<file path="src/rtl/mon_tx_pkg.sv">
package mon_tx_pkg;
  typedef enum logic [2:0] {
    ST_IDLE  = 3'd0,
    ST_SEND  = 3'd1,
    ST_ACKED = 3'd2,
    ST_GAP   = 3'd3,
    ST_END   = 3'd4
  } tx_state_e;
endpackage

</file>
<file path="src/rtl/mon_tx_hold.sv">
module mon_tx_hold #(
  parameter int unsigned DATA_W = 8
) (
  input  logic              clk_i,
  input  logic              rst_ni,
  input  logic              load_i,
  input  logic [DATA_W-1:0] data_i,
  input  logic              take_i,
  output logic [DATA_W-1:0] data_o,
  output logic              pending_o
);
  always_ff @(posedge clk_i or negedge rst_ni) begin
    if (!rst_ni) begin
      data_o    <= '1;
      pending_o <= 1'b0;
    end else if (load_i) begin
      data_o    <= data_i;
      pending_o <= 1'b1;
    end else if (take_i) begin
      pending_o <= 1'b0;
    end
  end
endmodule

</file>
<file path="src/rtl/mon_tx_mr_watch.sv">
module mon_tx_mr_watch (
  input  logic clk_i,
  input  logic rst_ni,
  input  logic stb_i,
  input  logic mr_i,
  input  logic wait_ack_i,
  input  logic in_xfer_i,
  output logic ack_evt_o,
  output logic abort_evt_o
);
  logic mr_prev_q;
  logic mr_seen_q;

  // ack: MR goes active after an inactive frame
  assign ack_evt_o   = stb_i & wait_ack_i & mr_prev_q & ~mr_i;
  // abort: two inactive MR frames once the far end has answered
  assign abort_evt_o = stb_i & in_xfer_i & mr_seen_q & mr_prev_q & mr_i;

  always_ff @(posedge clk_i or negedge rst_ni) begin
    if (!rst_ni) begin
      mr_prev_q <= 1'b1;
      mr_seen_q <= 1'b0;
    end else begin
      if (stb_i) mr_prev_q <= mr_i;
      if (!in_xfer_i)     mr_seen_q <= 1'b0;
      else if (ack_evt_o) mr_seen_q <= 1'b1;
    end
  end
endmodule

</file>
<file path="src/rtl/mon_tx_fsm.sv">
module mon_tx_fsm
  import mon_tx_pkg::*;
#(
  parameter int unsigned DATA_W     = 8,
  parameter int unsigned END_FRAMES = 2
) (
  input  logic              clk_i,
  input  logic              rst_ni,
  input  logic              stb_i,
  input  logic              en_i,
  input  logic              pending_i,
  input  logic [DATA_W-1:0] data_i,
  input  logic              ack_evt_i,
  input  logic              abort_evt_i,
  output logic              take_o,
  output tx_state_e         state_o,
  output logic [DATA_W-1:0] slot_o,
  output logic              mx_o
);
  localparam int unsigned CNT_W = (END_FRAMES > 1) ? $clog2(END_FRAMES) : 1;
  localparam logic [CNT_W-1:0] CNT_LAST = CNT_W'(END_FRAMES - 1);
  localparam logic [DATA_W-1:0] IDLE_BYTE = '1;

  logic [CNT_W-1:0] end_cnt_q;
  logic             stop;

  assign stop   = abort_evt_i | ~en_i;
  assign take_o = stb_i & en_i & pending_i & ~abort_evt_i &
                  ((state_o == ST_IDLE) | (state_o == ST_ACKED));

  always_ff @(posedge clk_i or negedge rst_ni) begin
    if (!rst_ni) begin
      state_o   <= ST_IDLE;
      slot_o    <= IDLE_BYTE;
      mx_o      <= 1'b1;
      end_cnt_q <= '0;
    end else if (stb_i) begin
      unique case (state_o)
        ST_IDLE: begin
          if (en_i && pending_i) begin
            slot_o  <= data_i;
            mx_o    <= 1'b0;
            state_o <= ST_SEND;
          end
        end
        ST_SEND, ST_ACKED, ST_GAP: begin
          if (stop) begin
            slot_o    <= IDLE_BYTE;
            mx_o      <= 1'b1;
            end_cnt_q <= '0;
            state_o   <= ST_END;
          end else if (state_o == ST_SEND) begin
            if (ack_evt_i) state_o <= ST_ACKED;
          end else if (state_o == ST_ACKED) begin
            if (pending_i) begin
              // new byte: one inactive MX frame marks it
              slot_o  <= data_i;
              mx_o    <= 1'b1;
              state_o <= ST_GAP;
            end
          end else begin
            mx_o    <= 1'b0;
            state_o <= ST_SEND;
          end
        end
        ST_END: begin
          slot_o <= IDLE_BYTE;
          mx_o   <= 1'b1;
          if (end_cnt_q == CNT_LAST) state_o <= ST_IDLE;
          else end_cnt_q <= end_cnt_q + 1'b1;
        end
        default: state_o <= ST_IDLE;
      endcase
    end
  end
endmodule

</file>
<file path="src/rtl/mon_tx.sv">
module mon_tx
  import mon_tx_pkg::*;
#(
  parameter int unsigned DATA_W     = 8,
  parameter int unsigned END_FRAMES = 2
) (
  input  logic              clk_i,
  input  logic              rst_ni,
  input  logic              frame_stb_i,
  input  logic [DATA_W-1:0] tx_data_i,
  input  logic              tx_load_i,
  input  logic              tx_en_i,
  input  logic              ack_clr_i,
  input  logic              abort_clr_i,
  input  logic              mr_i,
  output logic [DATA_W-1:0] slot_o,
  output logic              mx_o,
  output logic              busy_o,
  output logic              ack_flag_o,
  output logic              abort_flag_o
);
  logic [DATA_W-1:0] hold_data;
  logic              pending;
  logic              take;
  logic              ack_evt;
  logic              abort_evt;
  tx_state_e         state;
  logic              wait_ack;
  logic              in_xfer;

  assign wait_ack = (state == ST_SEND);
  assign in_xfer  = (state == ST_SEND) | (state == ST_ACKED) | (state == ST_GAP);
  assign busy_o   = (state != ST_IDLE);

  mon_tx_hold #(.DATA_W(DATA_W)) u_hold (
    .clk_i     (clk_i),
    .rst_ni    (rst_ni),
    .load_i    (tx_load_i),
    .data_i    (tx_data_i),
    .take_i    (take),
    .data_o    (hold_data),
    .pending_o (pending)
  );

  mon_tx_mr_watch u_mr (
    .clk_i       (clk_i),
    .rst_ni      (rst_ni),
    .stb_i       (frame_stb_i),
    .mr_i        (mr_i),
    .wait_ack_i  (wait_ack),
    .in_xfer_i   (in_xfer),
    .ack_evt_o   (ack_evt),
    .abort_evt_o (abort_evt)
  );

  mon_tx_fsm #(.DATA_W(DATA_W), .END_FRAMES(END_FRAMES)) u_fsm (
    .clk_i       (clk_i),
    .rst_ni      (rst_ni),
    .stb_i       (frame_stb_i),
    .en_i        (tx_en_i),
    .pending_i   (pending),
    .data_i      (hold_data),
    .ack_evt_i   (ack_evt),
    .abort_evt_i (abort_evt),
    .take_o      (take),
    .state_o     (state),
    .slot_o      (slot_o),
    .mx_o        (mx_o)
  );

  // sticky flags, set wins over clear
  always_ff @(posedge clk_i or negedge rst_ni) begin
    if (!rst_ni) begin
      ack_flag_o   <= 1'b0;
      abort_flag_o <= 1'b0;
    end else begin
      if (ack_evt)        ack_flag_o <= 1'b1;
      else if (ack_clr_i) ack_flag_o <= 1'b0;
      if (abort_evt)        abort_flag_o <= 1'b1;
      else if (abort_clr_i) abort_flag_o <= 1'b0;
    end
  end
endmodule

</file>
<file path="config.mk">
export PLATFORM = sky130hd
export DESIGN_NAME = mon_tx
export DESIGN_NICKNAME = d
export VERILOG_FILES = /design/src/rtl/mon_tx_pkg.sv /design/src/rtl/mon_tx_hold.sv /design/src/rtl/mon_tx_mr_watch.sv /design/src/rtl/mon_tx_fsm.sv /design/src/rtl/mon_tx.sv
export SDC_FILE = /design/constraint.sdc
export NUM_CORES = 1
export LEC_CHECK = 0
export ABC_AREA = 1
export BUFFER_PORTS_ARGS = -buffer_cell sky130_fd_sc_hd__buf_2
export CORE_ASPECT_RATIO = 1.4
export CORE_MARGIN = 8
export CORE_UTILIZATION = 54
export CTS_BUF_LIST = sky130_fd_sc_hd__clkbuf_8 sky130_fd_sc_hd__clkbuf_16
export DETAILED_ROUTE_END_ITERATION = 12
export HOLD_SLACK_MARGIN = 0.1
export PLACE_DENSITY = 0.74
export SETUP_SLACK_MARGIN = 0.15
export SYNTH_ARGS = -nofsm -noshare
export SYNTH_HDL_FRONTEND = slang
export SYNTH_HIERARCHICAL = 1
export SYNTH_SLANG_ARGS = --single-unit
export TNS_END_PERCENT = 20
</file>
<file path="constraint.sdc">
create_clock -name clk_i -period 2.1 [get_ports clk_i]
set_input_delay 0.105 -clock clk_i [delete_from_list [all_inputs] [get_ports clk_i]]
set_output_delay 0.105 -clock clk_i [all_outputs]
set_load 0.01 [all_outputs]
</file>
==> results.toml <==
[outcome]
outcome = "finished clean"

[timing]
rsz0062_at_grt = "no"
worstMarginPinSlew_ps = 542
fin_crit_sh_pct = 81.7
period_minus_slack_ps = 1720
hold_violations = 0
final_max_slew_viol_count = 0
setup_viol = 0
fmax_mhz = 583
skew_ps = 1.86
slew_headroom_pct = 63.9
setup_tns_ps = 0

[worst_setup_path]
r2r-start = "u_fsm/state_o[0]$_DFFE_PN0P_"
start_kind = "flip-flop"
cp.required_ps = 2260
end_kind = "flip-flop"
arrival_ps = 1880
worst-path-max-fanout = 10
startpoint = "u_fsm/state_o[0]$_DFFE_PN0P_"
path_class = "flip-flop to flip-flop"

[power_and_ir_drop]
p_total_mw = 2.20
power_leakage_nw = 0.937
p_per_area_nw_per_um2 = 1210
ir_worst_vdd_mv = 0.769

[placement]
gp_congestion = 0.890
hpwl_um = 2340
port_buffers = 27

[yosys]
syn_avg_cell_area_um2 = 7.84
synth_nets = 198
synth-seq-cells = 26
yosys_warnings = 6
ys_seq_area_share_pct = 47.2
syn-cell-area_um2 = 1430
ys_types = 22
synthCells = 182

[detailed_routing]
first_pass_iters = 5
wl_per_cell_um = 12.0
vias_per_cell = 4.96
routed_wl_um = 3160
drc = 0
num_vias = 1310
ant_nets = 0
drt_iter0_drc = 60

[hold_path]
min_from = "frame_stb_i"
hp-class = "input pin to flip-flop"

[cts]
clk_pin_slew_ps = 90
cts_buffers = 3
clock_sinks = 26
htree_levels = 1
clk_latency_ps = 270
cts_buffer_depth = 2
root_buffer = "clkbuf_8"
postCtsSetupBuffers = 0
cts_tree = "built"

[finish]
diodes = 0
largestRegisters = "u_fsm/slot_o: 8 flops, u_hold/data_o: 8 flops, u_fsm/state_o: 3 flops"
utilization_pct = 71.2
finalNetCount = 245
syn_to_final_growth_pct = 27.7
drive_gt1_share_pct = 30.3

[grt]
grt_pass1_vias = 1263
grt_overflow = 0
antenna_found_initial = 0
grt_pass1_wl_um = 5350
grtUsageTotal_pct = 14.6
grt_max_degree = 27

[floorplan]
start_util_pct = 55.7
coreArea_um2 = 2560
die-width_um = 59.4
ios = 28
die-area_um2 = 4570
fp-row-count = 22
die_h_um = 76.8

[flow_run]
max_cap_viol_count = 0
==> final cells by class <==
cell class / instances / area [um^2]
Sequential cell: 26 / 676
Multi-Input combinational cell: 132 / 642
Clock buffer: 4 / 66.3
Timing Repair Buffer: 45 / 313
Inverter: 21 / 80.1
Tap cell: 36 / 45.0
Fill cell: 214 / 738
==> worst paths after layout <==
path	cells after the start	slack [ps]	to
setup / recovery	11	380	u_fsm/state_o[0]$_DFFE_PN0P_
hold / removal	2	110	u_mr/mr_prev_q$_DFFE_PN1P_
setup reg to reg	11	380	u_fsm/state_o[0]$_DFFE_PN0P_
hold reg to reg	2	470	u_hold/data_o[0]$_DFFE_PN1P_
max in group asynchronous	2	1370	u_fsm/state_o[0]$_DFFE_PN0P_
min in group asynchronous	2	350	u_mr/mr_seen_q$_DFFE_PN0P_
==> cell usage in the layout, fill, tap and decap left out, types with 2 or more instances in the layout <==
cell type       n
nand2_1        72
buf_2          27
nand3_1        20
dfstp_2        18
inv_1          17
dlygate4sd3_1  17
nor2_1         13
nand3b_1        8
dfrtp_1         6
nor2_4          5
inv_2           3
clkbuf_8        3
o21ai_0         2
nand2_2         2
dfrtp_2         2
nor2_2          2
==> critical path, cell delays in order (launching register included) <==
cell and delay, ps:
dfrtp_2 480, nor2_1 90, nor2_1 130, nand3_1 100
nor2_2 160, inv_1 60, nand2_1 160, nor2_1 60
nand2_1 100, nand4_1 150, nand2_1 90, nand2_1 50
==> metrics by stage <==
stage / instances / setup WS [ps] / cell area, um^2 / hold WS (ps)
finish: 264 / 384 / 1820 / 106
global route: 264 / 157 / 1820 / 104
CTS: 264 / 218 / 1820 / 101
detailed placement: 243 / 236 / 1580 / 122
global placement: 243 / 342 / 1580 / 114
floorplan: 182 / 519 / 1430 / -191
==> per-layer routing <==
| layer | GRT usage [%] | wire length (um) | vias up |
|---|---|---|---|
| met5 | 0 | 0 | - |
| met4 | 6.25 | 52 | 0 |
| met3 | 3.84 | 232 | 8 |
| met2 | 26.0 | 1660 | 53 |
| met1 | 15.0 | 1220 | 589 |
| li1 | - | - | 660 |
==> cells by family after synthesis <==
logic type | synth area share [%]
buffers and inverters | 7.98
and+or+nand+nor | 42.7
DFF | 47.2
AOI/OAI and AO/OA | 2.11
==> power breakdown <==
part	total, mW	switching [mW]	internal (mW)
logic	1.01	0.636	0.373
registers	0.833	0.117	0.716
clock network	0.359	0.152	0.207
total	2.20	0.905	1.30
==> synthesized netlist by cell type, drive strengths merged <==
cell    count  area share [%]
nand2      75              21
clkinv      1            0.35
o21ai       2            0.70
nand3      22             8.9
dfstp      18              33
nand3b      8             4.2
nor2       20             8.1
dfrtp       8              14
buf         3             2.4
nand4       1            0.44
o22ai       1            0.44
a21oi       2            0.96
inv        20             5.3
nor4        1            0.44
==> timing repair <==
action	in CTS	in global routing
endpoints found under the hold margin	19	0
setup endpoints to repair	0	13
resized for setup	0	3
hold buffers	17	0
Note: power is estimated with default switching activity, not from simulation.
